--- src/rtl/sdh_fifo_pkg.sv ---
package sdh_fifo_pkg;
  localparam int STAT_W     = 16;
  localparam int FERR_BIT   = 11;  // host overrun/underrun
  localparam int STARVE_BIT = 10;  // host starvation timeout
  localparam int RTO_BIT    = 9;   // read timeout, or boot data start in boot mode
  localparam int DONE_BIT   = 3;   // transfer done

  localparam logic [STAT_W-1:0] STAT_IMPL =
    STAT_W'((1 << FERR_BIT) | (1 << STARVE_BIT) | (1 << RTO_BIT) | (1 << DONE_BIT));

  // Fill level after one cycle of accepted pushes and pops.
  function automatic int unsigned next_level(int unsigned lvl, logic inc, logic dec);
    return lvl + int'(inc) - int'(dec);
  endfunction

  // Write-1-to-clear with set priority.
  function automatic logic [STAT_W-1:0] w1c_update(logic [STAT_W-1:0] cur,
                                                   logic [STAT_W-1:0] setv,
                                                   logic [STAT_W-1:0] clrv);
    return ((cur & ~clrv) | setv) & STAT_IMPL;
  endfunction

  // Wrapping pointer advance for a depth that need not be a power of two.
  function automatic int unsigned ptr_inc(int unsigned p, int unsigned depth);
    return (p == depth - 1) ? 0 : p + 1;
  endfunction
endpackage

--- src/rtl/sdh_data_fifo.sv ---
module sdh_data_fifo
  import sdh_fifo_pkg::*;
#(
  parameter int DW    = 32,
  parameter int DEPTH = 16,
  localparam int AW   = (DEPTH > 1) ? $clog2(DEPTH) : 1,
  localparam int CW   = $clog2(DEPTH + 1)
) (
  input  logic          clk,
  input  logic          rst_n,
  input  logic          host_push,
  input  logic [DW-1:0] host_wdata,
  input  logic          host_pop,
  input  logic          card_push,
  input  logic [DW-1:0] card_wdata,
  input  logic          card_pop,
  output logic [DW-1:0] rd_data,
  output logic [CW-1:0] count,
  output logic          full,
  output logic          empty,
  output logic          host_err
);
  logic [DW-1:0] mem [DEPTH];
  logic [AW-1:0] wptr_q, rptr_q;
  logic [CW-1:0] count_q;
  logic [DW-1:0] rd_q;

  // Named internal events
  logic          push_req, pop_req, push_ok, pop_ok;
  logic          host_ovr, host_und;
  logic [DW-1:0] wsel;

  assign full     = (count_q == CW'(DEPTH));
  assign empty    = (count_q == '0);
  assign push_req = host_push | card_push;
  assign pop_req  = host_pop  | card_pop;
  assign wsel     = host_push ? host_wdata : card_wdata;
  assign push_ok  = push_req & ~full;
  assign pop_ok   = pop_req  & ~empty;
  assign host_ovr = host_push & full;
  assign host_und = host_pop  & empty;
  assign host_err = host_ovr | host_und;

  always_ff @(posedge clk) begin
    if (push_ok) mem[wptr_q] <= wsel;
  end

  always_ff @(posedge clk or negedge rst_n) begin
    if (!rst_n) begin
      wptr_q  <= '0;
      rptr_q  <= '0;
      count_q <= '0;
      rd_q    <= '0;
    end else begin
      if (push_ok) wptr_q <= AW'(ptr_inc(int'(wptr_q), DEPTH));
      if (pop_ok) begin
        rptr_q <= AW'(ptr_inc(int'(rptr_q), DEPTH));
        rd_q   <= mem[rptr_q];
      end
      count_q <= CW'(next_level(int'(count_q), push_ok, pop_ok));
    end
  end

  assign count   = count_q;
  assign rd_data = rd_q;


  no_overflow_chk: assert property (@(posedge clk) disable iff (!rst_n)
    count_q <= CW'(DEPTH));

  rej_push_chk: assert property (@(posedge clk) disable iff (!rst_n)
    (host_push && full && !host_pop && !card_pop) |=> (count_q == $past(count_q)));

  rej_pop_chk: assert property (@(posedge clk) disable iff (!rst_n)
    (host_pop && empty) |=> $stable(rd_q));

  card_quiet_chk: assert property (@(posedge clk) disable iff (!rst_n)
    (!host_push && !host_pop) |-> !host_err);
endmodule

--- src/rtl/sdh_irq_status.sv ---
module sdh_irq_status
  import sdh_fifo_pkg::*;
(
  input  logic              clk,
  input  logic              rst_n,
  input  logic              boot_mode,
  input  logic              host_err,
  input  logic              starve_evt,
  input  logic              rd_timeout_evt,
  input  logic              boot_start_evt,
  input  logic              xfer_done_evt,
  input  logic              clr_wr,
  input  logic [STAT_W-1:0] clr_data,
  input  logic              en_wr,
  input  logic [STAT_W-1:0] en_data,
  output logic [STAT_W-1:0] status,
  output logic              irq
);
  logic [STAT_W-1:0] status_q, en_q;
  logic [STAT_W-1:0] set_vec, clr_vec;

  // Named set events
  logic set_ferr, set_starve, set_rto, set_done;

  assign set_ferr   = host_err;
  assign set_starve = starve_evt;
  assign set_rto    = boot_mode ? boot_start_evt : rd_timeout_evt;
  assign set_done   = xfer_done_evt | (~boot_mode & rd_timeout_evt);

  always_comb begin
    set_vec             = '0;
    set_vec[FERR_BIT]   = set_ferr;
    set_vec[STARVE_BIT] = set_starve;
    set_vec[RTO_BIT]    = set_rto;
    set_vec[DONE_BIT]   = set_done;
  end

  assign clr_vec = clr_wr ? clr_data : '0;

  always_ff @(posedge clk or negedge rst_n) begin
    if (!rst_n) begin
      status_q <= '0;
      en_q     <= '0;
    end else begin
      status_q <= w1c_update(status_q, set_vec, clr_vec);
      if (en_wr) en_q <= en_data;
    end
  end

  assign status = status_q;
  assign irq    = |(status_q & en_q);


  ferr_set_chk: assert property (@(posedge clk) disable iff (!rst_n)
    host_err |=> status_q[FERR_BIT]);

  rto_done_chk: assert property (@(posedge clk) disable iff (!rst_n)
    (!boot_mode && rd_timeout_evt) |=> (status_q[RTO_BIT] && status_q[DONE_BIT]));

  w1c_clear_chk: assert property (@(posedge clk) disable iff (!rst_n)
    (clr_wr && clr_data[FERR_BIT] && !host_err) |=> !status_q[FERR_BIT]);

  w0_hold_chk: assert property (@(posedge clk) disable iff (!rst_n)
    (status_q[STARVE_BIT] && !(clr_wr && clr_data[STARVE_BIT])) |=> status_q[STARVE_BIT]);

  set_wins_chk: assert property (@(posedge clk) disable iff (!rst_n)
    (starve_evt && clr_wr && clr_data[STARVE_BIT]) |=> status_q[STARVE_BIT]);
endmodule

--- src/rtl/sdh_fifo_irq.sv ---
module sdh_fifo_irq
  import sdh_fifo_pkg::*;
#(
  parameter int DW    = 32,
  parameter int DEPTH = 16,
  localparam int CW   = $clog2(DEPTH + 1)
) (
  input  logic              clk,
  input  logic              rst_n,
  input  logic              host_push,
  input  logic [DW-1:0]     host_wdata,
  input  logic              host_pop,
  input  logic              card_push,
  input  logic [DW-1:0]     card_wdata,
  input  logic              card_pop,
  output logic [DW-1:0]     rd_data,
  output logic [CW-1:0]     fifo_count,
  output logic              fifo_full,
  output logic              fifo_empty,
  input  logic              boot_mode,
  input  logic              starve_evt,
  input  logic              rd_timeout_evt,
  input  logic              boot_start_evt,
  input  logic              xfer_done_evt,
  input  logic              stat_clr_wr,
  input  logic [STAT_W-1:0] stat_clr_data,
  input  logic              irq_en_wr,
  input  logic [STAT_W-1:0] irq_en_data,
  output logic [STAT_W-1:0] status,
  output logic              irq
);
  logic host_err;

  sdh_data_fifo #(.DW(DW), .DEPTH(DEPTH)) u_fifo (
    .clk        (clk),
    .rst_n      (rst_n),
    .host_push  (host_push),
    .host_wdata (host_wdata),
    .host_pop   (host_pop),
    .card_push  (card_push),
    .card_wdata (card_wdata),
    .card_pop   (card_pop),
    .rd_data    (rd_data),
    .count      (fifo_count),
    .full       (fifo_full),
    .empty      (fifo_empty),
    .host_err   (host_err)
  );

  sdh_irq_status u_stat (
    .clk            (clk),
    .rst_n          (rst_n),
    .boot_mode      (boot_mode),
    .host_err       (host_err),
    .starve_evt     (starve_evt),
    .rd_timeout_evt (rd_timeout_evt),
    .boot_start_evt (boot_start_evt),
    .xfer_done_evt  (xfer_done_evt),
    .clr_wr         (stat_clr_wr),
    .clr_data       (stat_clr_data),
    .en_wr          (irq_en_wr),
    .en_data        (irq_en_data),
    .status         (status),
    .irq            (irq)
  );


  flags_chk: assert property (@(posedge clk) disable iff (!rst_n)
    !(fifo_full && fifo_empty));
endmodule

--- config.mk ---
export PLATFORM = sky130hd
export DESIGN_NAME = sdh_fifo_irq
export DESIGN_NICKNAME = d
export VERILOG_FILES = /design/src/rtl/sdh_fifo_pkg.sv /design/src/rtl/sdh_data_fifo.sv /design/src/rtl/sdh_irq_status.sv /design/src/rtl/sdh_fifo_irq.sv
export SDC_FILE = /design/constraint.sdc
export NUM_CORES = 1
export LEC_CHECK = 0
export ABC_CLOCK_PERIOD_IN_PS = 4500
export BUFFER_PORTS_ARGS = -buffer_cell sky130_fd_sc_hd__buf_2
export CORE_UTILIZATION = 35
export DETAILED_ROUTE_END_ITERATION = 7
export SYNTH_ARGS = -nofsm -noshare
export SYNTH_HDL_FRONTEND = slang
export SYNTH_HIERARCHICAL = 1
export SYNTH_SLANG_ARGS = --single-unit
--- constraint.sdc ---
create_clock -name clk -period 4.5 [get_ports clk]
set_clock_uncertainty 0.05 [all_clocks]
set_input_delay 0.225 -clock clk [delete_from_list [all_inputs] [get_ports clk]]
set_output_delay 0.225 -clock clk [all_outputs]
set_load 0.05 [all_outputs]
## Word level (Yosys, flattened, before mapping)

Memories as Yosys holds them, arrays and structs flattened. A register that Yosys moved wholly into a read port is not among the register bits.
Index checks and enable logic that the tools add are counted.

| word-level totals | value |
|---|---|
| register bits after elaboration | 33 |
| latch bits | 0 |
| bits in writable memories | 512 |
| bits in read-only memories | 0 |
| input port bits | 109 |
| memories kept | 1 |

Memories:

| name | depth | width | read ports | clocked after memory_dff | write ports | line | text |
|---|---|---|---|---|---|---|---|
| u_fifo.mem | 16 | 32 | 1 | 1 | 1 | sdh_data_fifo.sv:23 | `logic [DW-1:0] mem [DEPTH];` |

| operators by class | value |
|---|---|
| add/subtract/negate cells | 4 |
| multiply operators | 0 |
| div/mod/pow operators | 0 |
| $lt $le $gt $ge | 0 |
| equal/unequal tests | 3 |
| shifts and indexed selects | 0 |
| multiplexer cells | 7 |
| bitwise operators | 16 |
| reductions and logical operators | 3 |

Operator list:

| operator | count |
|---|---|
| $mux W32 | 1 |
| $and A12 B16 Y16 | 1 |
| $reduce_or A16 Y1 | 1 |
| $and A12 B12 Y12 | 1 |
| $mux W12 | 1 |
| $not A12 Y12 | 1 |
| $or A12 B12 Y12 | 1 |
| $add A4 B1 Y4 const B | 2 |
| $eq A4 B4 Y1 const B | 2 |
| $mux W4 | 2 |
| $add A5 B1 Y5 | 1 |
| $and A1 B1 Y1 | 5 |
| $eq A5 B5 Y1 const B | 1 |
| $logic_not A5 Y1 | 1 |
| $sub A5 B1 Y5 | 1 |
| $or A1 B1 Y1 | 4 |
| $mux W1 | 3 |
| $not A1 Y1 | 3 |
| $logic_not A1 Y1 | 1 |

## Longest topological paths before layout

Gate-level depths: netlist of run 1.

| logic depth | value |
|---|---|
| depth after elaboration | 5 |
| mapped depth | 13 |
| mapped depth without buffers | 13 |

## Cells and area by module

Netlist of run 1, hierarchy kept.

Modules (own cells, without submodules):

| module | instances | cells each | area each (sq um) | seq. area each (sq um) |
|---|---|---|---|---|
| sdh_data_fifo | 1 | 1193 | 22017.4 | 16500.8 |
| sdh_irq_status | 1 | 37 | 412.9 | 200.2 |

## Least setup slack after synthesis of run 1

OpenSTA, ideal clock, no wires.

| timing path | value |
|---|---|
| path type | flip-flop to flip-flop |
| from | reg u_fifo.count_q[2] (netlist: u_fifo/count[2]) |
| to | mem u_fifo.mem[3][0], enable pin |
| data arrival time | 3.903 ns |
| setup slack | 0.086 ns |
| stages on the path, launching flop included | 7 |
| cell sequence | dfrtp_1 -> inv_1 -> ha_1 -> and4bb_2 -> nor2_4 -> nand2_1 -> nor3_1 |

| on the way | value |
|---|---|
| word-level cells in the longest chain between the ends | 5 |

RTL lines:

| what | line | text |
|---|---|---|
| start: declaration | sdh_data_fifo.sv:25 | `logic [CW-1:0] count_q;` |
| start signal: assignment | sdh_data_fifo.sv:60 | `count_q <= CW'(next_level(int'(count_q), push_ok, pop_ok));` |
| $eq A5 B5 Y1 | sdh_data_fifo.sv:33 | `assign full = (count_q == CW'(DEPTH));` |
| net fifo_full | sdh_fifo_irq.sv:18 | `output logic fifo_full,` |
| $not A1 Y1 | sdh_data_fifo.sv:38 | `assign push_ok = push_req & ~full;` |
| $and A1 B1 Y1 | sdh_data_fifo.sv:38 |  |
| $mux W1 | sdh_data_fifo.sv:45 | `if (push_ok) mem[wptr_q] <= wsel;` |
| $mux W1 (implied by the code) | sdh_data_fifo.sv:45 |  |
| end: declaration | sdh_data_fifo.sv:23 |  |

The timed path passes the listed nets, and every way through them passes these cells.

## Final worst setup path of run 1

| timing path | value |
|---|---|
| from | reg u_fifo.count_q[2] (netlist: u_fifo/count[2]) |
| to | mem u_fifo.mem[7][16], enable pin |

| on the way | value |
|---|---|
| word-level cells in the longest chain between the ends | 5 |

RTL lines:

| what | line |
|---|---|
| $eq A5 B5 Y1 | sdh_data_fifo.sv:33 |
| $not A1 Y1 | sdh_data_fifo.sv:38 |
| $and A1 B1 Y1 | sdh_data_fifo.sv:38 |
| $mux W1 | sdh_data_fifo.sv:45 |
| $mux W1 (implied by the code) | sdh_data_fifo.sv:45 |

Every way passes these cells.

==> results of run 1 <==
[cell type report]
| type | instances | area [um^2] |
|---|---|---|
| clock buffer | 82 | 1610 |
| clock inverter | 27 | 258 |
| fill | 5629 | 37100 |
| inverter | 10 | 37.5 |
| multi-input combinational | 584 | 5310 |
| sequential | 565 | 16700 |
| tap | 846 | 1060 |
| timing repair buffer | 178 | 1080 |
[worst paths after layout]
kind / slack [ps] / endpoint / start / cells after the start
setup / recovery: 1400 / u_fifo/mem[7][16]$_DFFE_PP_ / u_fifo/count[2]$_DFF_PN0_ / 7
hold / removal: 50 / u_fifo/wptr_q[0]$_DFFE_PN0P_ / card_push / 4
setup reg to reg: 1400 / u_fifo/mem[7][16]$_DFFE_PP_ / u_fifo/count[2]$_DFF_PN0_ / 7
hold reg to reg: 500 / u_fifo/rd_data[11]$_DFFE_PN0P_ / u_fifo/rd_data[11]$_DFFE_PN0P_ / 2
max in group asynchronous: 3410 / u_fifo/rptr_q[0]$_DFFE_PN0P_ / rst_n / 2
min in group asynchronous: 260 / u_fifo/rd_data[16]$_DFFE_PN0P_ / rst_n / 2
[power by group]
part	leakage, nW	internal, W	total (W)	switching (W)
combinational	2.91	0.00177	0.00501	0.00324
clock	0.912	0.00273	0.00470	0.00197
sequential	5.24	0.00668	0.00720	0.000519
total	9.06	0.0112	0.0169	0.00573
[logic make-up after synthesis]
group                    share of synthesized area (%)
other                                           0.0167
AND/OR/NAND/NOR                                   2.26
multiplexers                                      13.6
flip-flops                                        74.5
buffers and inverters                             2.63
adder cells (fa/ha/maj)                          0.703
XOR/XNOR                                         0.234
AO/OA/AOI/OAI                                     6.06
[sequential cells by signal (all words and copies together) (netlist names)]
| name | flops |
|---|---|
| u_fifo/rptr_q | 4 |
| u_fifo/count | 5 |
| u_fifo/mem | 512 |
| u_fifo/rd_data | 32 |
| u_stat/en_q | 4 |
| u_fifo/wptr_q | 4 |
| u_stat/status | 4 |
[worst max-delay path: cells and delay by family, from the launching register on]
family	cells	cell delay (ps)
buf+inv	2	520
fa+ha+maj	1	210
simple gates	4	1600
flops	1	370
[what timing repair did]
| action | in CTS | in global routing |
|---|---|---|
| setup buffers | 0 | 0 |
| hold buffers | 18 | 0 |
| gates resized for setup | 0 | 0 |
| endpoints found under the hold margin | 61 | 0 |
[through the flow]
step,cell area [um^2],power (W),cells,hold WS [ps],utilization [%]
floorplan,22500,0.0109,1241,-121,-
global placement,24000,0.0123,2165,357,38.0
detailed placement,24000,0.0124,2165,361,38.0
CTS,26100,0.0171,2292,15.1,41.3
global route,26100,0.0177,2292,69.5,41.3
finish,26100,0.0169,2292,50.8,41.3
[layout by cell type (no fill, tap or decap), types with 4 or more instances in the layout]
cell type / Yosys / final
conb_1: 1 / 12
a221oi_1: 32 / 32
clkbuf_1: 25 / 18
buf_2: 19 / 127
clkbuf_16: 0 / 59
mux2i_1: 192 / 192
inv_1: 10 / 10
buf_4: 19 / 32
o22ai_2: 30 / 30
mux2_2: 37 / 37
nand3_1: 4 / 4
nand2_1: 13 / 13
dlygate4sd3_1: 0 / 18
o21ai_1: 33 / 33
ha_1: 11 / 11
clkinv_2: 0 / 11
a31oi_1: 32 / 32
nor2_4: 1 / 15
o22ai_1: 34 / 34
edfxtp_1: 512 / 512
bufinv_16: 0 / 4
mux4_2: 32 / 32
nor2_1: 82 / 68
clkbuf_8: 0 / 5
clkinv_1: 0 / 6
xnor2_1: 4 / 4
nor3_2: 0 / 4
dfrtp_1: 53 / 49
[routing by layer]
metal	share of wire, %	up-vias	track usage, %
met2	50	293	27.7
met5	0	-	0
li1	-	5227	-
met1	43	6051	20.8
met4	2.2	0	4.38
met3	4.8	75	3.21
==> results_dict.tcl, run 1 <==
set metrics [dict create \
    antenna_cells 0 \
    place_ws_ps 1360 \
    seq_area_frac_synth_pct 74.5 \
    grt_util_all_layers_pct 16.1 \
    grt_start_max_net_pins 91 \
    peakVddDrop_v 0.000415 \
    fin_nets 1518 \
    rsz0062_at_grt "no" \
    avgSynthCellArea_um2 18.2 \
    min_path_type "input port to flip-flop" \
    core_mm2 0.0632 \
    end_kind "flip-flop" \
    start_kind "flip-flop" \
    yosys-top-cells-area "edfxtp_1, mux2i_1, dfrtp_1" \
    cp_cell_sequence "inv_1 -> ha_1 -> and4bb_2 -> nor2_4 -> nand2_1 -> nor2_4 -> buf_4" \
    clock_latency_ps 620 \
    drive_above_1_share_pct 25.7 \
    vias_per_cell 5.08 \
    die_x_um 255 \
    synth-edff-count 512 \
    maxSlewViolCount 0 \
    slowest_stage "nor2_4" \
    power.leakage_nw 9.06 \
    status "complete, no violations" \
    wl_per_cell_um 22.5 \
    grt_pass1_vias 12032 \
    io_pins 165 \
    grt_pass1_wl_mm 76.7 \
    port-buffer-count 128 \
    cts_tree "done" \
    syn_to_final_growth_pct 16.2 \
    crit_fanout 20 \
    drc 0 \
    synth_top_area_share_pct 68.5 \
    fin_ws_ps 1400 \
    crit_arrival_ps 3320 \
    clockBufferDepth 3 \
    dr.first_iter.drc_count 830 \
    yosysMostFrequentCell "edfxtp_1" \
    maxSlewHeadroom_pct 20.5 \
    cts.sinks 565 \
    setup_violations 0 \
    ys_ff_latch 565 \
    die_area_mm2 0.0651 \
    overflow 0 \
    syn-cell-area_mm2 0.0224 \
    worstSetupPathType "flip-flop to flip-flop" \
    cap_violations 0 \
    hold_viol 0 \
    wl_mm 51.6 \
    ant_nets 0 \
    fmax_mhz 323 \
    dr.pass1.iters 5 \
    start_util_pct 35.5 \
    finalCritPeriodShare_pct 68.9 \
    cp.required_ps 4720 \
    async_reset_ff_share_pct 9.38 \
    cts-root-buf "clkbuf_16" \
    gp_congestion 0.719 \
    antenna_found_initial 0 \
    clk_pin_slew_ps 60 \
    p_per_area_mw_per_mm2 648 \
    fin_crit_ps 3100 \
    dp_hpwl_mm 28.6 \
    yosys_warnings 6 \
    numCtsBuffers 58 \
    synth_cells 1230 \
    num_vias 11646 \
    ys.flop_type "edfxtp_1" \
    fin_setup_tns_ps 0 \
    rows 92 \
    worstMarginPinSlew_ps 1190 \
    cts-htree-levels 2 \
    yosysTopAreaCell "edfxtp_1" \
    synthTopCellsByCount "edfxtp_1, mux2i_1, nor2_1" \
    ys_types 46 \
    die_h_um 255 \
    crit_top_cell "nor2_4" \
    critPathMaxStageDelay_ps 810 \
]
(Power assumes the default switching activity.)
==> run 2: changes to the inputs <==
--- a/config.mk
+++ b/config.mk
@@ -5,7 +5,7 @@
 export SDC_FILE = /design/constraint.sdc
 export NUM_CORES = 1
 export LEC_CHECK = 0
-export ABC_CLOCK_PERIOD_IN_PS = 4500
+export ABC_CLOCK_PERIOD_IN_PS = 3120
 export BUFFER_PORTS_ARGS = -buffer_cell sky130_fd_sc_hd__buf_2
 export CORE_UTILIZATION = 35
 export DETAILED_ROUTE_END_ITERATION = 7
==> constraint.sdc (replaced) <==
create_clock -name clk -period 3.12 [get_ports clk]
set_clock_uncertainty 0.05 [all_clocks]
set_input_delay 0.156 -clock clk [delete_from_list [all_inputs] [get_ports clk]]
set_output_delay 0.156 -clock clk [all_outputs]
set_load 0.05 [all_outputs]
==> run 2 against run 1 <==
  * Routed wire length is 4.5% lower
  * Power is 45% higher
  * Critical path type unchanged
  * Utilization is 0.49 points higher
  * Clock-buffer cell count is 5 lower
  * Highest routed layer unchanged
  * Sequential share of layout area is 0.75 points lower
  * Critical path depth is 6 higher
  * Largest power group unchanged
  * Setup slack worse by 980 ps
==> results_dict.tcl, run 2 (same netlist as run 1, synthesis figures left out) <==
set metrics [dict create \
    status "complete, no violations" \
    dp_hpwl_mm 26.6 \
    seqPwrFrac_pct 41.9 \
    rows 92 \
    overflow 0 \
    worstMarginPinSlew_ps 1090 \
    grt_pass1_wl_mm 73.6 \
    switching_share_pct 33.4 \
    finalNonFillerCells 2295 \
    min_path_type "input port to flip-flop" \
    ant_nets 0 \
    met2_length_mm 24.4 \
    routedLengthMet1_mm 21.9 \
    drive_above_1_share_pct 26.2 \
    antenna_found_initial 0 \
    p_per_area_mw_per_mm2 927 \
    reg2reg_depth 13 \
    timing.rr.end "u_fifo/count[4]$_DFF_PN0_" \
    clockBufferDepth 3 \
    cp.required_ps 3600 \
    hold_path_depth 2 \
    setup_violations 0 \
    largest_reg_flops 512 \
    cts_tree "done" \
    drc 0 \
    fmax_mhz 370 \
    maxSlewHeadroom_pct 27.0 \
    min_from "card_wdata[4]" \
    rrSetupSlack_ps 420 \
    place_ws_ps 424 \
    regMostFlops "u_fifo/mem" \
    start_kind "flip-flop" \
    rsz0062_at_grt "no" \
    maxSlewViolCount 0 \
    numCtsBuffers 56 \
    wl_per_cell_um 21.5 \
    io_pins 165 \
    cap_violations 0 \
    clk_pin_slew_ps 70 \
    antenna_cells 0 \
    pwr-share-comb_pct 30.6 \
    clkPwrFrac_pct 27.4 \
    worstSetupPathType "flip-flop to flip-flop" \
    r2r_start "u_fifo/count[2]$_DFF_PN0_" \
    vias_per_cell 4.99 \
    dp.cells 2171 \
    dr.pass1.iters 5 \
    fillers 5577 \
    wl_met3_mm 2.08 \
    crit_top_cell "ha_1" \
    crit_fanout 9 \
    syn_to_final_growth_pct 17.6 \
    fin_ws_ps 416 \
    peakVddDrop_v 0.000459 \
    start_util_pct 35.5 \
    port-buffer-count 128 \
    die_h_um 255 \
    fin_crit_ps 2700 \
    dr.first_iter.drc_count 770 \
    postCtsSetupRepairBufs 0 \
    crit_family "adder cells" \
    cp_cell_sequence "inv_2 -> ha_1 -> and4bb_2 -> nor2_4 -> inv_1 -> ha_1 -> inv_1 -> ha_1 -> fa_2 -> a21oi_1 -> nor2_1 -> nor2_1 -> xnor2_1" \
    cts-root-buf "clkbuf_16" \
    grt_util_all_layers_pct 15.4 \
    crit_arrival_ps 3190 \
    holdPathEnd "u_fifo/mem[13][4]$_DFFE_PP_" \
    wl_mm 49.2 \
    highest_layer "met4" \
    p_int_w 0.0163 \
    mostFrequentLayoutCells "edfxtp_1, mux2i_1, buf_2, nor2_1, clkbuf_16" \
    critPathMaxStageDelay_ps 380 \
    die_x_um 255 \
    clock_latency_ps 610 \
    slowest_stage "dfrtp_2" \
    hold_viol 0 \
    cts-htree-levels 2 \
    critical_path_depth 13 \
    cts.sinks 565 \
    fin_nets 1523 \
    post_cts_resized 0 \
    multi_input_comb_area_mm2 0.00535 \
    grt_pass1_vias 11696 \
    num_vias 11446 \
    die_area_mm2 0.0651 \
    path_buf_inv 3 \
    layout_commonest_cell "edfxtp_1" \
    grt_start_max_net_pins 75 \
    power.leakage_nw 9.12 \
    gp_congestion 0.736 \
    finalCritPeriodShare_pct 86.7 \
    seqCellArea_mm2 0.0167 \
    end_kind "flip-flop" \
    core_mm2 0.0632 \
    p_sw_w 0.00818 \
    hold_buffers 19 \
]
run 2: cell count changes in the layout (fill, tap and decap cells not counted), sizes merged:
cell	delta
clkinvlp	+3
clkbuf	-5
dlygate4sd3	+1
clkinv	-4
buf	+6
bufinv	+2
run 2: worst max-delay path by stage:
stage | start | endpoint | slack (ps)
floorplan | u_fifo/count[2]$_DFF_PN0_ | u_fifo/mem[15][0]$_DFFE_PP_ | -260
global placement | u_fifo/count[2]$_DFF_PN0_ | u_fifo/count[4]$_DFF_PN0_ | 460
detailed placement | u_fifo/count[2]$_DFF_PN0_ | u_fifo/count[4]$_DFF_PN0_ | 420
CTS | u_fifo/count[2]$_DFF_PN0_ | u_fifo/count[4]$_DFF_PN0_ | 390
global route | u_fifo/count[2]$_DFF_PN0_ | u_fifo/count[4]$_DFF_PN0_ | 180
finish | u_fifo/count[2]$_DFF_PN0_ | u_fifo/count[4]$_DFF_PN0_ | 420
run 2: worst register-to-register path: stages, from the launching register on:
cell and delay, ps:
dfrtp_2 380, inv_2 40, ha_1 190, and4bb_2 280, nor2_4 220, inv_1 100
ha_1 290, inv_1 40, ha_1 200, fa_2 370, a21oi_1 160, nor2_1 60
nor2_1 110, xnor2_1 120
run 2: stage by stage:
| step | cell area (um^2) | TNS, ps | hold slack [ps] | power (W) | utilization [%] |
|---|---|---|---|---|---|
| after detailed placement | 24300 | 0 | 291 | 0.0180 | 38.5 |
| after CTS | 26400 | 0 | 7.54 | 0.0248 | 41.7 |
| final | 26400 | 0 | 40.5 | 0.0245 | 41.7 |
| after global placement | 24300 | 0 | 290 | 0.0179 | 38.5 |
| after global routing | 26400 | 0 | 52.6 | 0.0256 | 41.7 |
| after floorplan | 22500 | -92350 | -190 | 0.0158 | - |
run 2: layer usage:
metal	global-route usage, %	up-vias
met5	0	-
met4	4.12	0
met3	2.13	55
met2	26.1	247
met1	20.7	5896
li1	-	5248
run 2: power groups by stage:
stage | clock, W | sequential [W] | combinational (W)
final | 0.00671 | 0.0103 | 0.00750
after detailed placement | 0 | 0.0104 | 0.00761
after global placement | 0 | 0.0104 | 0.00748
after global routing | 0.00715 | 0.0104 | 0.00807
after floorplan | 0 | 0.0110 | 0.00478
after CTS | 0.00688 | 0.0103 | 0.00765
run 2: layout make-up:
cell class	instances	area share, %
multi-input combinational	584	20.3
clock inverter	28	1.26
timing repair buffer	185	5.19
sequential	565	63.4
clock buffer	77	5.76
inverter	10	0.142
tap	846	4.01
